===== config.mk =====
export PLATFORM = sky130hd
export DESIGN_NAME = sysctl_coproc
export DESIGN_NICKNAME = d
export VERILOG_FILES = /design/src/rtl/sysctl_pkg.sv /design/src/rtl/cp_decode.sv /design/src/rtl/cp_regbank.sv /design/src/rtl/cp_cmdgen.sv /design/src/rtl/sysctl_coproc.sv
export SDC_FILE = /design/constraint.sdc
export NUM_CORES = 1
export LEC_CHECK = 0
export BUFFER_PORTS_ARGS = -buffer_cell sky130_fd_sc_hd__buf_4
export CORE_MARGIN = 2
export CORE_UTILIZATION = 30
export CTS_BUF_LIST = sky130_fd_sc_hd__clkbuf_4
export DETAILED_ROUTE_END_ITERATION = 10
export GPL_TIMING_DRIVEN = 0
export PLACE_DENSITY = 0.52
export SETUP_SLACK_MARGIN = 0.5
export SYNTH_ARGS = -nofsm -noshare
export SYNTH_HDL_FRONTEND = slang
export SYNTH_SLANG_ARGS = --single-unit

===== constraint.sdc =====
create_clock -name clk -period 2.7 [get_ports clk]
set_clock_uncertainty 0.1 [all_clocks]
set_input_delay 0 -clock clk [delete_from_list [all_inputs] [get_ports clk]]
set_output_delay 0 -clock clk [all_outputs]
set_load 0.03 [all_outputs]

===== src/rtl/sysctl_pkg.sv =====
package sysctl_pkg;
  localparam int NUM_RW  = 4;
  localparam int NUM_CMD = 8;
  localparam logic [NUM_CMD-1:0] LINE_MASK = 8'b0010_1010;

  typedef struct packed {
    logic [NUM_RW-1:0]  wr_en;
    logic [NUM_RW-1:0]  rd_reg;
    logic               rd_id;
    logic               rd_ct;
    logic               rd;
    logic [NUM_CMD-1:0] cmd;
    logic               line;
    logic               tlb;
    logic               err;
  } dec_t;

  function automatic int cmd_op(input int bit_idx);
    case (bit_idx)
      0: return 10;
      1: return 11;
      2: return 12;
      3: return 13;
      4: return 14;
      5: return 15;
      6: return 20;
      default: return 28;
    endcase
  endfunction
endpackage


===== src/rtl/cp_decode.sv =====
module cp_decode #(
  parameter int REGN_W = 4,
  parameter int OP_W   = 5
) (
  input  logic              req_valid,
  input  logic              req_write,
  input  logic [REGN_W-1:0] req_reg,
  input  logic [OP_W-1:0]   req_op,
  output sysctl_pkg::dec_t  dec
);
  import sysctl_pkg::*;

  localparam logic [REGN_W-1:0] REG_ID   = REGN_W'(0);
  localparam logic [REGN_W-1:0] REG_CMD  = REGN_W'(5);
  localparam logic [REGN_W-1:0] REG_TLB  = REGN_W'(6);
  localparam logic [OP_W-1:0]   OP_ZERO  = '0;
  localparam logic [OP_W-1:0]   OP_ONE   = OP_W'(1);
  localparam logic [OP_W-1:0]   TLB_LO   = OP_W'(2);
  localparam logic [OP_W-1:0]   TLB_HI   = OP_W'(6);

  logic wr, rdq;
  logic [NUM_RW-1:0] hit_rw;
  logic [NUM_CMD-1:0] cmd_hit;
  logic known_wr;

  assign wr  = req_valid &  req_write;
  assign rdq = req_valid & ~req_write;

  genvar i;
  generate
    for (i = 0; i < NUM_RW; i++) begin : g_rw
      assign hit_rw[i] = (req_reg == REGN_W'(i + 1));
    end
    for (i = 0; i < NUM_CMD; i++) begin : g_cmd
      assign cmd_hit[i] = (req_op == OP_W'(cmd_op(i)));
    end
  endgenerate

  always_comb begin
    dec        = '0;
    dec.rd     = rdq;
    dec.wr_en  = (wr && req_op == OP_ZERO) ? hit_rw : '0;
    dec.rd_reg = (rdq && req_op == OP_ZERO) ? hit_rw : '0;
    dec.rd_id  = rdq && req_reg == REG_ID && req_op == OP_ZERO;
    dec.rd_ct  = rdq && req_reg == REG_ID && req_op == OP_ONE;
    dec.cmd    = (wr && req_reg == REG_CMD) ? cmd_hit : '0;
    dec.line   = |(dec.cmd & LINE_MASK);
    dec.tlb    = wr && req_reg == REG_TLB && req_op >= TLB_LO && req_op <= TLB_HI;
    known_wr   = ((|hit_rw) && req_op == OP_ZERO) || req_reg == REG_CMD || req_reg == REG_TLB;
    dec.err    = (wr && !known_wr) ||
                 (rdq && !(dec.rd_id || dec.rd_ct || (|dec.rd_reg)));
  end
endmodule


===== src/rtl/cp_regbank.sv =====
module cp_regbank #(
  parameter int DATA_W = 32,
  parameter logic [DATA_W-1:0] ID_WORD    = '0,
  parameter logic [DATA_W-1:0] CTYPE_WORD = '0
) (
  input  logic              clk,
  input  logic              rst,
  input  sysctl_pkg::dec_t  dec,
  input  logic [DATA_W-1:0] wdata,
  output logic              rd_valid,
  output logic [DATA_W-1:0] rd_data
);
  import sysctl_pkg::*;

  logic [DATA_W-1:0] regs [NUM_RW];
  logic [DATA_W-1:0] rd_mux;

  genvar i;
  generate
    for (i = 0; i < NUM_RW; i++) begin : g_reg
      always_ff @(posedge clk) begin
        if (rst)               regs[i] <= '0;
        else if (dec.wr_en[i]) regs[i] <= wdata;
      end
    end
  endgenerate

  always_comb begin
    rd_mux = '0;
    if (dec.rd_id) rd_mux = ID_WORD;
    if (dec.rd_ct) rd_mux = CTYPE_WORD;
    for (int k = 0; k < NUM_RW; k++)
      if (dec.rd_reg[k]) rd_mux = regs[k];
  end

  always_ff @(posedge clk) begin
    if (rst) begin
      rd_valid <= 1'b0;
      rd_data  <= '0;
    end else begin
      rd_valid <= dec.rd;
      rd_data  <= rd_mux;
    end
  end
endmodule


===== src/rtl/cp_cmdgen.sv =====
module cp_cmdgen #(
  parameter int DATA_W = 32
) (
  input  logic              clk,
  input  logic              rst,
  input  sysctl_pkg::dec_t  dec,
  input  logic [DATA_W-1:0] wdata,
  output logic [sysctl_pkg::NUM_CMD-1:0] cache_cmd,
  output logic [DATA_W-1:0] line_addr,
  output logic              tlb_flush,
  output logic              err_pulse
);
  always_ff @(posedge clk) begin
    if (rst) begin
      cache_cmd <= '0;
      line_addr <= '0;
      tlb_flush <= 1'b0;
      err_pulse <= 1'b0;
    end else begin
      cache_cmd <= dec.cmd;
      line_addr <= dec.line ? wdata : '0;
      tlb_flush <= dec.tlb;
      err_pulse <= dec.err;
    end
  end
endmodule


===== src/rtl/sysctl_coproc.sv =====
module sysctl_coproc #(
  parameter int REGN_W = 4,
  parameter int OP_W   = 5,
  parameter int DATA_W = 32,
  parameter logic [DATA_W-1:0] ID_WORD    = 32'h4D11_0863,
  parameter logic [DATA_W-1:0] CTYPE_WORD = 32'h0D15_2152
) (
  input  logic              clk,
  input  logic              rst,
  input  logic              req_valid,
  input  logic              req_write,
  input  logic [REGN_W-1:0] req_reg,
  input  logic [OP_W-1:0]   req_op,
  input  logic [DATA_W-1:0] req_wdata,
  output logic              rd_valid,
  output logic [DATA_W-1:0] rd_data,
  output logic [7:0]        cache_cmd,
  output logic [DATA_W-1:0] line_addr,
  output logic              tlb_flush,
  output logic              err_pulse
);
  sysctl_pkg::dec_t dec;

  cp_decode #(.REGN_W(REGN_W), .OP_W(OP_W)) u_dec (
    .req_valid(req_valid), .req_write(req_write),
    .req_reg(req_reg), .req_op(req_op), .dec(dec)
  );

  cp_regbank #(.DATA_W(DATA_W), .ID_WORD(ID_WORD), .CTYPE_WORD(CTYPE_WORD)) u_bank (
    .clk(clk), .rst(rst), .dec(dec), .wdata(req_wdata),
    .rd_valid(rd_valid), .rd_data(rd_data)
  );

  cp_cmdgen #(.DATA_W(DATA_W)) u_cmd (
    .clk(clk), .rst(rst), .dec(dec), .wdata(req_wdata),
    .cache_cmd(cache_cmd), .line_addr(line_addr),
    .tlb_flush(tlb_flush), .err_pulse(err_pulse)
  );
endmodule


* Word-level counts from Yosys, hierarchy flattened
Memories as Yosys holds them, arrays and structs flattened.
Cells that the tools add are included.
** Storage, ports and cells
- Memories kept :: 1
- Flip-flop bits (word level) :: 75
- RAM bits :: 128
- Output and inout port bits :: 75
- Input port bits :: 45
** Memory list
- u_bank.regs :: words 4, bits a word 32, read ports 4, clocked after Yosys merged registers in 0, wr ports 4, RTL line cp_regbank.sv:15 : logic [DATA_W-1:0] regs [NUM_RW];
** Operators by class
- Muxes and demuxes :: 27
- Bitwise operators :: 9
- Order comparisons :: 2
- Eq/ne operators :: 15
- Reduce and logical (&&, ||, !) cells :: 26
** Operators by type and width (number)
- $mux 32 :: 8
- $mux 31 :: 2
- $eq 5x4->1 const B :: 6
- $mux 1 :: 14
- $eq 4x3->1 const B :: 3
- $logic_and 1x1->1 :: 12
- $eq 5x5->1 const B :: 2
- $eq 4x2->1 const B :: 2
- $mux 4 :: 2
- $reduce_or 4->1 :: 2
- $mux 6 :: 1
- $eq 5x1->1 const B :: 1
- $ge 5x2->1 const B :: 1
- $le 5x3->1 const B :: 1
- $logic_not 5->1 :: 1
- $logic_or 1x1->1 :: 5
- $eq 4x1->1 const B :: 1
- $logic_not 4->1 :: 1
- $or 1x1->1 :: 4
- $reduce_or 2->1 :: 2
- $not 1->1 :: 3
- $reduce_or 3->1 :: 1
- $and 1x1->1 :: 2
- $logic_not 1->1 :: 2

* Depth between registers and ports, before layout
Gate-level depths: netlist (run 1).
- Depth after elaboration :: 10
- Mapped depth :: 7
- Gate-level depth less buffers :: 4

* Hierarchy
Synthesis (run 1) repeated with hierarchy kept, for this count alone.
** Second synthesis, totals
- Cell total of the unflattened synthesis :: 631
- Area, all modules :: 8099.0 um2
** Modules (own cells, without submodules)
- cp_regbank :: seq. area each 4504.3 um2, instances 1, area an instance 6480.0 um2, cells an instance 480
- cp_cmdgen :: seq. area each 840.8 um2, instances 1, area an instance 1248.7 um2, cells an instance 91
- cp_decode :: seq. area each 0.0 um2, instances 1, area an instance 370.4 um2, cells an instance 60

* Worst setup path before layout (run 1)
OpenSTA, ideal clock, no wires.
- Kind :: input to register
- From :: input port req_op[2]
- To :: memory u_bank.regs[2][0], enable pin
- Path slack :: 0.277 ns
- Buffers on the path :: 1
- Library setup time :: 0.390 ns
- Arrival :: 1.933 ns
- Cell stages on the path :: 5
- Cells stage by stage :: buf_2 or4_4 nor2_1 and3_1 a41o_1
** RTL lines
- start, declared :: RTL line sysctl_coproc.sv:13 : input logic [OP_W-1:0] req_op,
- end, declared :: RTL line cp_regbank.sv:15

* Worst setup path in the final report (run 1)
- From :: input port req_reg[2]
- To :: register u_cmd.err_pulse
** On the way
- Longest elaborated chain between the ends :: 8
** Ends and longest elaborated chain
- start, declared :: RTL line sysctl_coproc.sv:12 : input logic [REGN_W-1:0] req_reg,
- $eq 4x1->1 (tied with other cells) :: RTL line cp_decode.sv:32 : assign hit_rw[i] = (req_reg == REGN_W'(i + 1));
- $reduce_or 4->1 / $logic_and 1x1->1 (equally long branches) :: RTL line cp_decode.sv:49, cp_decode.sv:44, cp_decode.sv:45
- $logic_and 1x1->1, on equally long branches :: RTL line cp_decode.sv:49, cp_decode.sv:44, cp_decode.sv:45
- $logic_or 1x1->1, on equally long branches (2 in a row) :: RTL line cp_decode.sv:49, cp_decode.sv:51
- $logic_not 1->1, on equally long branches :: RTL line cp_decode.sv:50, cp_decode.sv:51
- $logic_and 1x1->1, on equally long branches :: RTL line cp_decode.sv:50, cp_decode.sv:51
- $logic_or 1x1->1 (*) :: RTL line cp_decode.sv:50 : dec.err = (wr && !known_wr) ||
- end signal, assigned :: RTL line cp_cmdgen.sv:23 : err_pulse <= dec.err;
- end, declared :: RTL line cp_cmdgen.sv:11 : output logic err_pulse
Every way passes the cells marked *; elsewhere a longest branch is shown, timed or not.
A chain may end at the register's enable or synchronous reset.

==> impl_results.md, run 1 <==
- DRC: 0
- FF+latch area: 5350 sq um
- H-tree depth: 2
- Initial core utilization: 30.5%
- Worst-path clk slew: 0.06 ns
- GRT Total Usage: 17.6%
- CTS tree: yes
- Sw Ratio: between 20% and 30%
- CP delay by family, top: buffers and inverters
- Adder-Cell Fraction of Synth Area: 0%
- Main combinational cell family by area after synthesis: simple AND/OR/NAND/NOR gates
- Post-Syn Area: between 8000 and 9000 sq um
- Logic pwr share: 6.0%
- Iter 0 DRT Violations: 308
- Cell Chain, Critical Path: buf_4, or4b_4, dlygate4sd3_1, nor4_4, a31oi_1, dlygate4sd3_1, a22o_1
- Final-report setup violation count: 0
- Vias in the first global route: 6531
- Largest net degree at the start of global routing: 33
- Least-Margin Pin Slew: 0.995 ns
- Nets: 971
- Number of enable flip-flop cells after synthesis: 128
- Worst Hold Class: input pin to flop
- Hold depth: 5
- R2r endpoint: u_bank.rd_data[13]
- Synth top area share: approximately 47%
- Yosys cell types: 51
- CTS sink cnt: 203
- Die area: between 20000 and 30000 sq um
- Pre-CTS setup slack: -0.529 ns
- Post-Syn Nets: 684
- Die height: 169 um
- Max Root-Sink Buffers: 3
- Period utilization: 80.9%
- P_int: 5.21 mW
- Seq cells post-synth: 203
- Sequential Power Share: 50.8%
- Worst Hold End: u_bank.rd_data[26]
- Area of the core: around 27000 sq um
- Post-Route WL: 24800 um
- Die X: approximately 170 um
- Clk_lat worst skew: 0.66 ns
- Most frequent cells in the layout: and2_1 (161), edfxtp_1 (128), buf_4 (120)
- Leak pwr: 4.49 nW
- Synth warn: 0
- Average size of a mapped cell: 12.8 sq um
- Crit. End Element: flop
- Critical Path Slowest Stage Cell: dlygate4sd3_1
- CP Max Fanout: 7
- # IOs: 120
- Critical R2R Launch: u_bank.regs[2][13]
- Most used cell along the critical path: dlygate4sd3_1
- Hold slack: roughly 0.026 ns
- Router iterations before antenna repair: 4
- Average wire per standard cell: 18.8 um
- Compound-Gate Fraction of Synth Area: between 10 and 15%
- Max-slew headroom: 33.7%
- Final Hold Fails: 0
- Post-synthesis cell type with the largest combined area: edfxtp_1
- Antenna violations before repair: 1
- Cells on worst reg2reg path: 5
- CP peak stage delay: between 0.6 and 0.7 ns
- Pwr dens: 590 nW/um^2
- Synth Area in XOR/XNOR: 0.214%
- Placement Rows: 60
- CP arrival: approximately 2.6 ns
- Number of vias per cell: roughly 4.7
- WS Path Type: input pin to flop
- CP required: 3.13 ns
- Post-synthesis mux area share: less than 1%
- Antenna Violating Nets Remaining: 0
- Fin area: 11400 sq um
- Total CTS buffers: 55
- First-pass GRT wire length: 37900 um
- CTS root buffer: clkbuf_4
- Sequential-to-total area share from yosys stat: between 60 and 70%
- Vias: 6179
- Detailed Place HPWL: 14900 um
- Fin. max-slew vios: 0
- Simple-gate portion of the synthesized area: 20.2%
- Buf/Inv on CP: 3
- Routability Congestion: 0.823
- Startpoint Class: input pin
- Share of cells above drive strength 1: 28.0%
- Setup WS post-layout: between 0.5 and 0.6 ns
- Top area cells in the synthesized netlist: edfxtp_1 (47%), dfxtp_1 (18%), and2_1 (12%)
- Max_cap viols: 0
- Total gr overflow: 0
- Most common cell after layout, fill and taps aside: and2_1
- Maximum achievable frequency: around 460 MHz
- Area of the multi-input gates: 2660 sq um
- Hold_sp: req_op[0]
- Status: complete, no violations
- Post-synth ARST share: 0%
- Synth Flop Type: edfxtp_1
- Layout Area Growth over Synthesis: 39.5%
- Post-CTS Setup Bufs: 0
- Port bufs: ~120
- Mapped Cells: 639
- Clock Power Share: 43.2%
- R2R Setup Slk: 0.94 ns
- Unrepaired setup endpoints after global routing: false
- Fillers: 2592
- NetSw: 1.53 mW
- Post-DP Area: 9500 sq um
- Maximum VDD drop: between 0.0002 and 0.00025 V
- Post-layout min period: 2.19 ns
-- power by group through the flow --
stage	Combinational [mW]	Clock, mW	Sequential, mW
after floorplan	0.149	0	3.48
after global placement	0.308	0	3.48
after detailed placement	0.308	0	3.49
after CTS	0.404	3.00	3.42
after global routing	0.439	3.20	3.43
final	0.404	2.91	3.42
-- Yosys cell counts (7+ instances only) --
master,number
a21oi_1,31
a221oi_1,10
a22o_1,18
and2_1,161
clkbuf_1,27
dfxtp_1,75
edfxtp_1,128
nand2b_1,10
nor2_1,39
nor2b_1,8
nor3_1,11
nor4_1,7
o21ai_0,10
o221a_2,17
-- registers in the layout, indices dropped and copies added, names as in the netlist --
signal / count
u_bank.rd_data: 32
u_bank.regs: 128
u_bank.rd_valid: 1
u_cmd.line_addr: 32
u_cmd.tlb_flush: 1
u_cmd.err_pulse: 1
u_cmd.cache_cmd: 8
-- cell families after synthesis --
kind of cell | Yosys count
and+or+nand+nor | 269
AOI/OAI and AO/OA | 115
DFF | 203
buffers and inverters | 46
xor gates and xnor gates | 2
muxes | 4
-- metal layers --
metal,vias up,global-route usage (%),share of wire [%]
li1,2955,-,-
met1,2971,22.1,43
met2,209,29.6,48
met3,44,4.34,6.6
met4,0,5.95,2.1
met5,-,0,0
-- area by class of cell --
| type | instances | share of cell area, % |
|---|---|---|
| diodes | 1 | 0.0219 |
| plain buffers | 43 | 1.77 |
| clock buffers | 93 | 6.11 |
| clock inverters | 11 | 0.591 |
| inverters | 3 | 0.0985 |
| multi-input cells | 390 | 23.3 |
| flip-flops and latches | 203 | 46.8 |
| well taps | 341 | 3.73 |
| repair buffers | 230 | 17.6 |
-- metrics by stage --
stage	utilization (%)	TNS (ns)	power (mW)	cells
2_1_floorplan	-	0	3.63	639
3_3_place_gp	35.3	-31.81	3.79	1097
3_5_place_dp	35.3	-32.39	3.80	1097
4_1_cts	42.4	0	6.83	1313
5_1_grt	42.5	0	7.06	1315
6_report	42.5	0	6.74	1315
-- repair_timing --
action,CTS,global route
hold buffers,112,1
setup endpoints to repair,64,23
gates resized for setup,3,6
hold endpoints to repair,203,1
pin swaps,0,1
-- worst max path at each step --
stage / from / end / slack [ns] / depth (start not counted)
floorplan: req_op[2] / u_bank.regs[2][0] / 0.59 / 5
global placement: req_reg[1] / u_bank.regs[0][7] / -0.51 / 6
detailed placement: req_reg[1] / u_bank.regs[0][7] / -0.53 / 6
CTS: req_op[4] / u_bank.rd_data[13] / 0.54 / 7
global route: req_reg[2] / u_bank.rd_data[13] / 0.52 / 7
finish: req_reg[2] / u_cmd.err_pulse / 0.51 / 7
-- worst reg2reg max path: cells and delay by family, from the launching register on --
family / cells / cell delay (ns)
AND/OR/NAND/NOR: 1 / 0.29
multiplexers: 1 / 0.07
flip-flops: 1 / 0.34
buffers and inverters: 1 / 0.57
AO/OA/AOI/OAI: 2 / 0.29
Power figures use the tool's default switching activity.
==> run 2: changes to the inputs <==
--- a/config.mk
+++ b/config.mk
@@ -11,7 +11,7 @@
 export CTS_BUF_LIST = sky130_fd_sc_hd__clkbuf_4
 export DETAILED_ROUTE_END_ITERATION = 10
 export GPL_TIMING_DRIVEN = 0
-export PLACE_DENSITY = 0.52
+export PLACE_DENSITY = 0.54
 export SETUP_SLACK_MARGIN = 0.5
 export SYNTH_ARGS = -nofsm -noshare
 export SYNTH_HDL_FRONTEND = slang
==> constraint.sdc (replaced) <==
create_clock -name clk -period 1.9 [get_ports clk]
set_clock_uncertainty 0.1 [all_clocks]
set_input_delay 0 -clock clk [delete_from_list [all_inputs] [get_ports clk]]
set_output_delay 0 -clock clk [all_outputs]
set_load 0.03 [all_outputs]
==> run 2 against run 1 <==
- the flow now finishes with violations (hold timing)
- power increased by 42%
- count of clock-buffer cells in the layout decreased by 7
- via count decreased by 0.32%
- combinational power increased by 49%
- flip-flop and latch count unchanged
- setup slack got worse by 0.13 ns
- non-clock buffer count decreased by 12
- largest cell class unchanged
==> impl_results.md, run 2 (synthesis gave the netlist of run 1 again) <==
- Post-Route WL: 24200 um (-2.2%)
- Routability Congestion: 0.779 (-5.3%)
- Max_cap viols: 0 (unchanged)
- Hold slack: -0.575 ns (-0.601 ns)
- Placement Rows: 60 (unchanged)
- # IOs: 120 (unchanged)
- CTS tree: yes
- Fin. max-slew vios: 0 (unchanged)
- Area of the core: 26900 sq um (unchanged)
- GRT Total Usage: 16.8% (-0.73 points)
- First-pass GRT wire length: 36500 um (-3.8%)
- Vias in the first global route: 6366 (-2.5%)
- WS Path Type: input pin to flop
- Number of vias per cell: 4.71 (+0.29%)
- Fin area: 11500 sq um (+0.32%)
- Leak pwr: 4.53 nW (+0.73%)
- Clk_lat worst skew: 0.71 ns (+0.05 ns)
- Post-DP Area: 9610 sq um (+1.2%)
- H-tree depth: 2 (unchanged)
- Least-Margin Pin Slew: 0.806 ns (-0.189 ns)
- Antenna Violating Nets Remaining: 0 (unchanged)
- Status: finished with violations
- Router iterations before antenna repair: 5 (+1)
- Most common cell after layout, fill and taps aside: and2_1
- Maximum achievable frequency: 660 MHz
- Layout Area Growth over Synthesis: 40.0%
- FF+latch area: 5350 sq um (unchanged)
- Most frequent cells in the layout: and2_1 (161), edfxtp_1 (128), buf_4 (125)
- Worst Hold End: u_cmd.cache_cmd[0]
- Pre-CTS setup slack: -0.829 ns (-0.299 ns)
- CP arrival: 1.72 ns (-0.89 ns)
- Total gr overflow: 0 (unchanged)
- Average wire per standard cell: 18.5 um (-1.6%)
- Port bufs: 117 (unchanged)
- Area of the multi-input gates: 2770 sq um (+3.9%)
- Most flops, register: u_bank.regs
- Worst-path clk slew: 0.07 ns (about the same)
- R2r endpoint: u_bank.rd_data[18]
- Initial core utilization: 30.5% (unchanged)
- Die area: 28600 sq um (unchanged)
- CP required: 2.10 ns (-1.03 ns)
- Share of cells above drive strength 1: 31.2% (+3.3 points)
- Setup WS post-layout: 0.384 ns (-0.130 ns)
- Startpoint Class: input pin
- Final-report setup violation count: 0 (unchanged)
- Antenna violations before repair: 1 (unchanged)
- CTS sink cnt: 203 (unchanged)
- Failing checks: hold timing
- Period utilization: 79.8%
- Cells on worst reg2reg path: 4 (-1)
- Nets: 961 (-1.0%)
- Die X: 169 um (unchanged)
- Vias: 6159 (-0.32%)
- Total CTS buffers: 56 (+1.8%)
- Die height: 169 um (unchanged)
- Critical R2R Launch: u_bank.regs[2][18]
- Unrepaired setup endpoints after global routing: true
- Final Hold Fails: 27 (+27)
- Crit. End Element: flop
- Largest net degree at the start of global routing: 33 (unchanged)
- Maximum VDD drop: 0.000327 V (+47%)
- Biggest regs: u_bank.regs x128, u_bank.rd_data x32, u_cmd.line_addr x32
- Pwr dens: 832 nW/um^2 (+41%)
- Hold depth: 2 (-3)
- CP Max Fanout: 32 (+25)
- Worst Hold Class: input pin to flop
- Post-layout min period: approximately 1.5 ns
- Max Root-Sink Buffers: 3 (unchanged)
- DRC: 0 (unchanged)
- R2R Setup Slk: 0.58 ns (-0.36 ns)
- Hold_sp: req_op[2]
- Fillers: 2561 (-1.2%)
- Iter 0 DRT Violations: 404 (+31%)
- Max reg flops: 128 (unchanged)
- Max-slew headroom: 46.3% (+13 points)
- CTS root buffer: clkbuf_4
- Detailed Place HPWL: 14800 um (-0.82%)
-- run 2: cell count changes in the layout (fill, tap and decap cells not counted), sizes merged --
cell and delta:
a21o +1, buf +11, clkbuf -10, clkinv +8, diode +1, dlygate4sd3 -20
inv +1
-- run 2: worst max-delay path by stage --
| stage | to | slack (ns) | start |
|---|---|---|---|
| finish | u_bank.regs[2][26] | 0.38 | req_op[4] |
| global route | u_bank.regs[1][26] | 0.36 | req_reg[1] |
| CTS | u_bank.regs[0][24] | 0.41 | req_reg[1] |
| detailed placement | u_bank.regs[1][25] | -0.83 | req_reg[1] |
| global placement | u_bank.regs[1][10] | -0.77 | req_reg[1] |
| floorplan | u_bank.regs[2][0] | 0.1 | req_op[2] |
-- run 2: per-layer routing --
layer	track usage [%]	share of wire, %	vias up
met3	3.57	6.2	53
li1	-	-	2932
met2	28.3	49	206
met1	21.1	43	2968
met5	0	0	-
met4	6.99	2.5	0
-- run 2: area by class of cell --
type                       instances  share of cell area [%]
antenna                            2                  0.0437
buffer                            43                    2.15
clock buffer                      86                    5.63
clock inverter                    20                    1.01
inverter                           3                   0.120
multi-input combinational        391                    24.1
sequential                       203                    46.6
tap                              341                    3.72
timing repair buffer             218                    16.6
-- run 2: worst max-delay path: stages --
cell and delay, ns:
buf_4 0.14, or4_4 0.59, nor2_4 0.16, and3_4 0.26, a41o_4 0.56
-- run 2: what timing repair did --
action	in CTS	in global routing
gates resized for setup	14	16
hold buffers	89	4
hold endpoints to repair	225	28
pin swaps	5	4
setup endpoints to repair	158	139
cloned	0	1
buffers inserted	4	4
-- run 2: report_power, final --
group	internal [mW]	switching (mW)	total, mW
clock network	2.22	1.86	4.08
logic	0.273	0.327	0.600
registers	4.81	0.0418	4.86
-- run 2: stage by stage --
step / instances / TNS (ns) / total power, mW / utilization (%) / hold slack, ns
global placement: 1097 / -103.76 / 5.40 / 35.8 / 0.112
finish: 1307 / 0 / 9.54 / 42.7 / -0.575
CTS: 1296 / 0 / 9.66 / 42.2 / -0.643
detailed placement: 1097 / -105.81 / 5.41 / 35.8 / 0.115
floorplan: 639 / 0 / 5.17 / - / -0.0226
global route: 1307 / 0 / 9.97 / 42.7 / -0.621
==> run 3: changes to the inputs <==
--- a/config.mk
+++ b/config.mk
@@ -5,13 +5,14 @@
 export SDC_FILE = /design/constraint.sdc
 export NUM_CORES = 1
 export LEC_CHECK = 0
+export ABC_AREA = 1
 export BUFFER_PORTS_ARGS = -buffer_cell sky130_fd_sc_hd__buf_4
 export CORE_MARGIN = 2
 export CORE_UTILIZATION = 30
 export CTS_BUF_LIST = sky130_fd_sc_hd__clkbuf_4
 export DETAILED_ROUTE_END_ITERATION = 10
 export GPL_TIMING_DRIVEN = 0
-export PLACE_DENSITY = 0.54
+export PLACE_DENSITY = 0.52
 export SETUP_SLACK_MARGIN = 0.5
 export SYNTH_ARGS = -nofsm -noshare
 export SYNTH_HDL_FRONTEND = slang
==> constraint.sdc (replaced) <==
create_clock -name clk -period 1.44 [get_ports clk]
set_clock_uncertainty 0.1 [all_clocks]
set_input_delay 0 -clock clk [delete_from_list [all_inputs] [get_ports clk]]
set_output_delay 0 -clock clk [all_outputs]
set_load 0.03 [all_outputs]
==> run 3 against run 2 <==
- the flow still finishes with violations (hold timing)
- register-to-register slack got worse by 0.11 ns
- first-iteration DRC count increased by 36%
- synthesized cell count increased by 33%
- via count increased by 16%
- die area about the same
- flip-flop and latch count unchanged
- combinational power increased by 28%
- final area increased by 7.1%
- critical endpoint is now u_cmd.line_addr[12]
==> impl_results.md, run 3 <==
- First-pass GRT wire length: 39200 um (+7.5%)
- Maximum VDD drop: 0.000433 V (+32%)
- Placement Rows: 60 (unchanged)
- Port bufs: 119 (+1.7%)
- Router iterations before antenna repair: 5 (unchanged)
- Least-Margin Pin Slew: 0.478 ns (-0.328 ns)
- Hold slack: -0.585 ns (-0.00977 ns)
- Clk_lat worst skew: 0.69 ns (-0.02 ns)
- Largest net degree at the start of global routing: 17 (-48%)
- WS Path Type: input pin to flop
- Vias in the first global route: 6925 (+8.8%)
- Post-layout min period: around 1.3 ns
- Synth Flop Type: edfxtp_1
- Total CTS buffers: 56 (unchanged)
- Cell Chain, Critical Path: buf_4, clkinvlp_4, dlygate4sd3_1, buf_4, nor2_4, buf_12, nand3_4, buf_12, buf_8, a21oi_1
- Most numerous cell in the Yosys netlist: nor2_1
- Number of vias per cell: 4.67 (-0.80%)
- Vias: 7143 (+16%)
- Synth warn: 0 (unchanged)
- Most frequent cells in the layout: nor2_1 (172), edfxtp_1 (128), clkbuf_4 (103)
- Routability Congestion: 0.793 (+1.8%)
- CP required: 1.92 ns (-0.18 ns)
- Failing checks: hold timing
- Fin. max-slew vios: 0 (unchanged)
- Post-DP Area: 9680 sq um (+0.73%)
- CP arrival: 1.81 ns (+0.09 ns)
- GRT Total Usage: 18.2% (+1.3 points)
- Post-Route WL: 26800 um (+11%)
- Nets: 1180 (+23%)
- Fin area: 12300 sq um (+7.1%)
- Initial core utilization: 30.5% (about the same)
- H-tree depth: 2 (unchanged)
- Average size of a mapped cell: 9.63 sq um (-25%)
- Status: finished with violations
- CTS tree: yes
- Max Root-Sink Buffers: 3 (unchanged)
- Maximum achievable frequency: about 750 MHz
- Max-slew headroom: 68.1% (+22 points)
- Seq cells post-synth: 203 (unchanged)
- Max_cap viols: 0 (unchanged)
- Iter 0 DRT Violations: 550 (+36%)
- Final core occ: 45.7% (+3.0 points)
- Average wire per standard cell: 17.5 um (-5.4%)
- Post-Syn Nets: 895 (+31%)
- Post-Syn Area: 8180 sq um (about the same)
- Biggest regs: u_bank.regs x128, u_bank.rd_data x32, u_cmd.line_addr x32
- Share of cells above drive strength 1: 39.9% (+8.7 points)
- Worst Hold Class: input pin to flop
- Detailed Place HPWL: 15800 um (+6.7%)
- # IOs: 120 (unchanged)
- Die area: 28600 sq um (about the same)
- Die height: 169 um (about the same)
- Antenna violations before repair: 1 (unchanged)
- Unrepaired setup endpoints after global routing: true
- Post-synth ARST share: 0% (unchanged)
- Die X: 169 um (about the same)
- Yosys cell types: 25 (-51%)
- Synth top area share: 47.0% (about the same)
- Top cells by count, synth: nor2_1 (179), edfxtp_1 (128), nand2_1 (116), nand3_1 (93), inv_1 (88)
- Max reg flops: 128 (unchanged)
- Period utilization: between 90 and 100%
- CP peak stage delay: 0.59 ns (about the same)
- Worst-path clk slew: 0.07 ns (about the same)
- Most flops, register: u_bank.regs
- CP Max Fanout: 10 (-69%)
- Pwr dens: 1020 nW/um^2 (+22%)
- Antenna Violating Nets Remaining: 0 (unchanged)
- Final Hold Fails: 56 (+110%)
- Area of the core: 26900 sq um (unchanged)
- Most common cell after layout, fill and taps aside: nor2_1
- Total gr overflow: 0 (unchanged)
- Startpoint Class: input pin
- Critical Path Slowest Stage Cell: dlygate4sd3_1
- Mapped Cells: 850 (+33%)
- Fillers: 2559 (-0.078%)
- Post-synthesis cell type with the largest combined area: edfxtp_1
- Final-report setup violation count: 0 (unchanged)
- Leak pwr: 5.38 nW (+19%)
- Number of enable flip-flop cells after synthesis: 128 (unchanged)
- Crit. End Element: flop
- DRC: 0 (unchanged)
- Top area cells in the synthesized netlist: edfxtp_1 (47%), dfxtp_1 (18%), nor2_1 (8.2%)
- Sequential-to-total area share from yosys stat: 65.3% (about the same)
- R2R Setup Slk: 0.47 ns (-0.11 ns)
- CTS sink cnt: 203 (unchanged)
- CTS root buffer: clkbuf_4
- Layout Area Growth over Synthesis: 50.0%
## run 3: cell types whose count changed after synthesis, sizes merged, moves of 28 or more
cell	change
and2	-161
nand2	+113
inv	+93
nand3	+93
nor2	+149
o21ai	+28
## run 3: worst paths after layout
path                                       endpoint               start  cells past startpoint
worst max-delay path            u_cmd.line_addr[12]           req_op[3]                     10
worst max register to register    u_bank.rd_data[8]   u_bank.regs[1][8]                      6
worst min register to register   u_bank.rd_data[11]  u_bank.regs[3][11]                      2
worst min-delay path                u_cmd.err_pulse                 rst                      2
## run 3: what timing repair did
item	4_1_cts	5_1_grt
buffers inserted	29	27
gates resized for setup	200	76
hold buffers	38	5
setup endpoints to repair	338	384
gates cloned	6	3
pin swaps	20	62
endpoints found under the hold margin	228	64
## run 3: critical path, delay by kind of cell
kind,cells,cell delay [ns]
buf+inv,7,1.40
simple gates,2,0.23
compound gates,1,0.16
## run 3: kinds of logic after synthesis
family | count (synthesis) | synth area share, %
flops | 203 | 65.3
compound gates | 89 | 5.55
buf+inv | 142 | 7.12
simple gates | 416 | 22.0
## run 3: where the power goes
group | leakage (nW) | internal (mW) | total (mW) | switching, mW
Clock | 0.453 | 2.86 | 5.31 | 2.45
Combinational | 3.07 | 0.323 | 0.765 | 0.442
Sequential | 1.86 | 6.35 | 6.40 | 0.0496
## run 3: final cells by class
cell class                 count  area [sq um]  area share, %
inverter                      97           398           3.24
timing repair buffer         221          2220           18.0
multi-input combinational    511          2620           21.3
sequential                   203          5440           44.3
buffer                        45           428           3.48
clock inverter                14          61.3          0.499
antenna                        5          12.5          0.102
tap                          341           427           3.47
clock buffer                  91           683           5.56
## run 3: layer usage
layer | vias up | GRT usage (%) | wire length (um)
met5 | - | 0 | 0
met4 | 0 | 6.80 | 803
met3 | 59 | 3.52 | 1730
met2 | 275 | 29.8 | 12600
met1 | 3395 | 23.9 | 11700
li1 | 3414 | - | -
## run 3: through the flow
stage	cells	setup slack, ns	hold slack [ns]	TNS, ns	power (mW)
floorplan	850	-0.256	-0.0276	-23.87	6.77
finish	1528	0.105	-0.585	0	12.5
global placement	1310	-0.991	0.0838	-164.20	7.02
global route	1528	0.121	-0.622	0	13.0
CTS	1488	0.145	-0.633	0	12.5
detailed placement	1310	-1.04	0.0857	-171.24	7.03
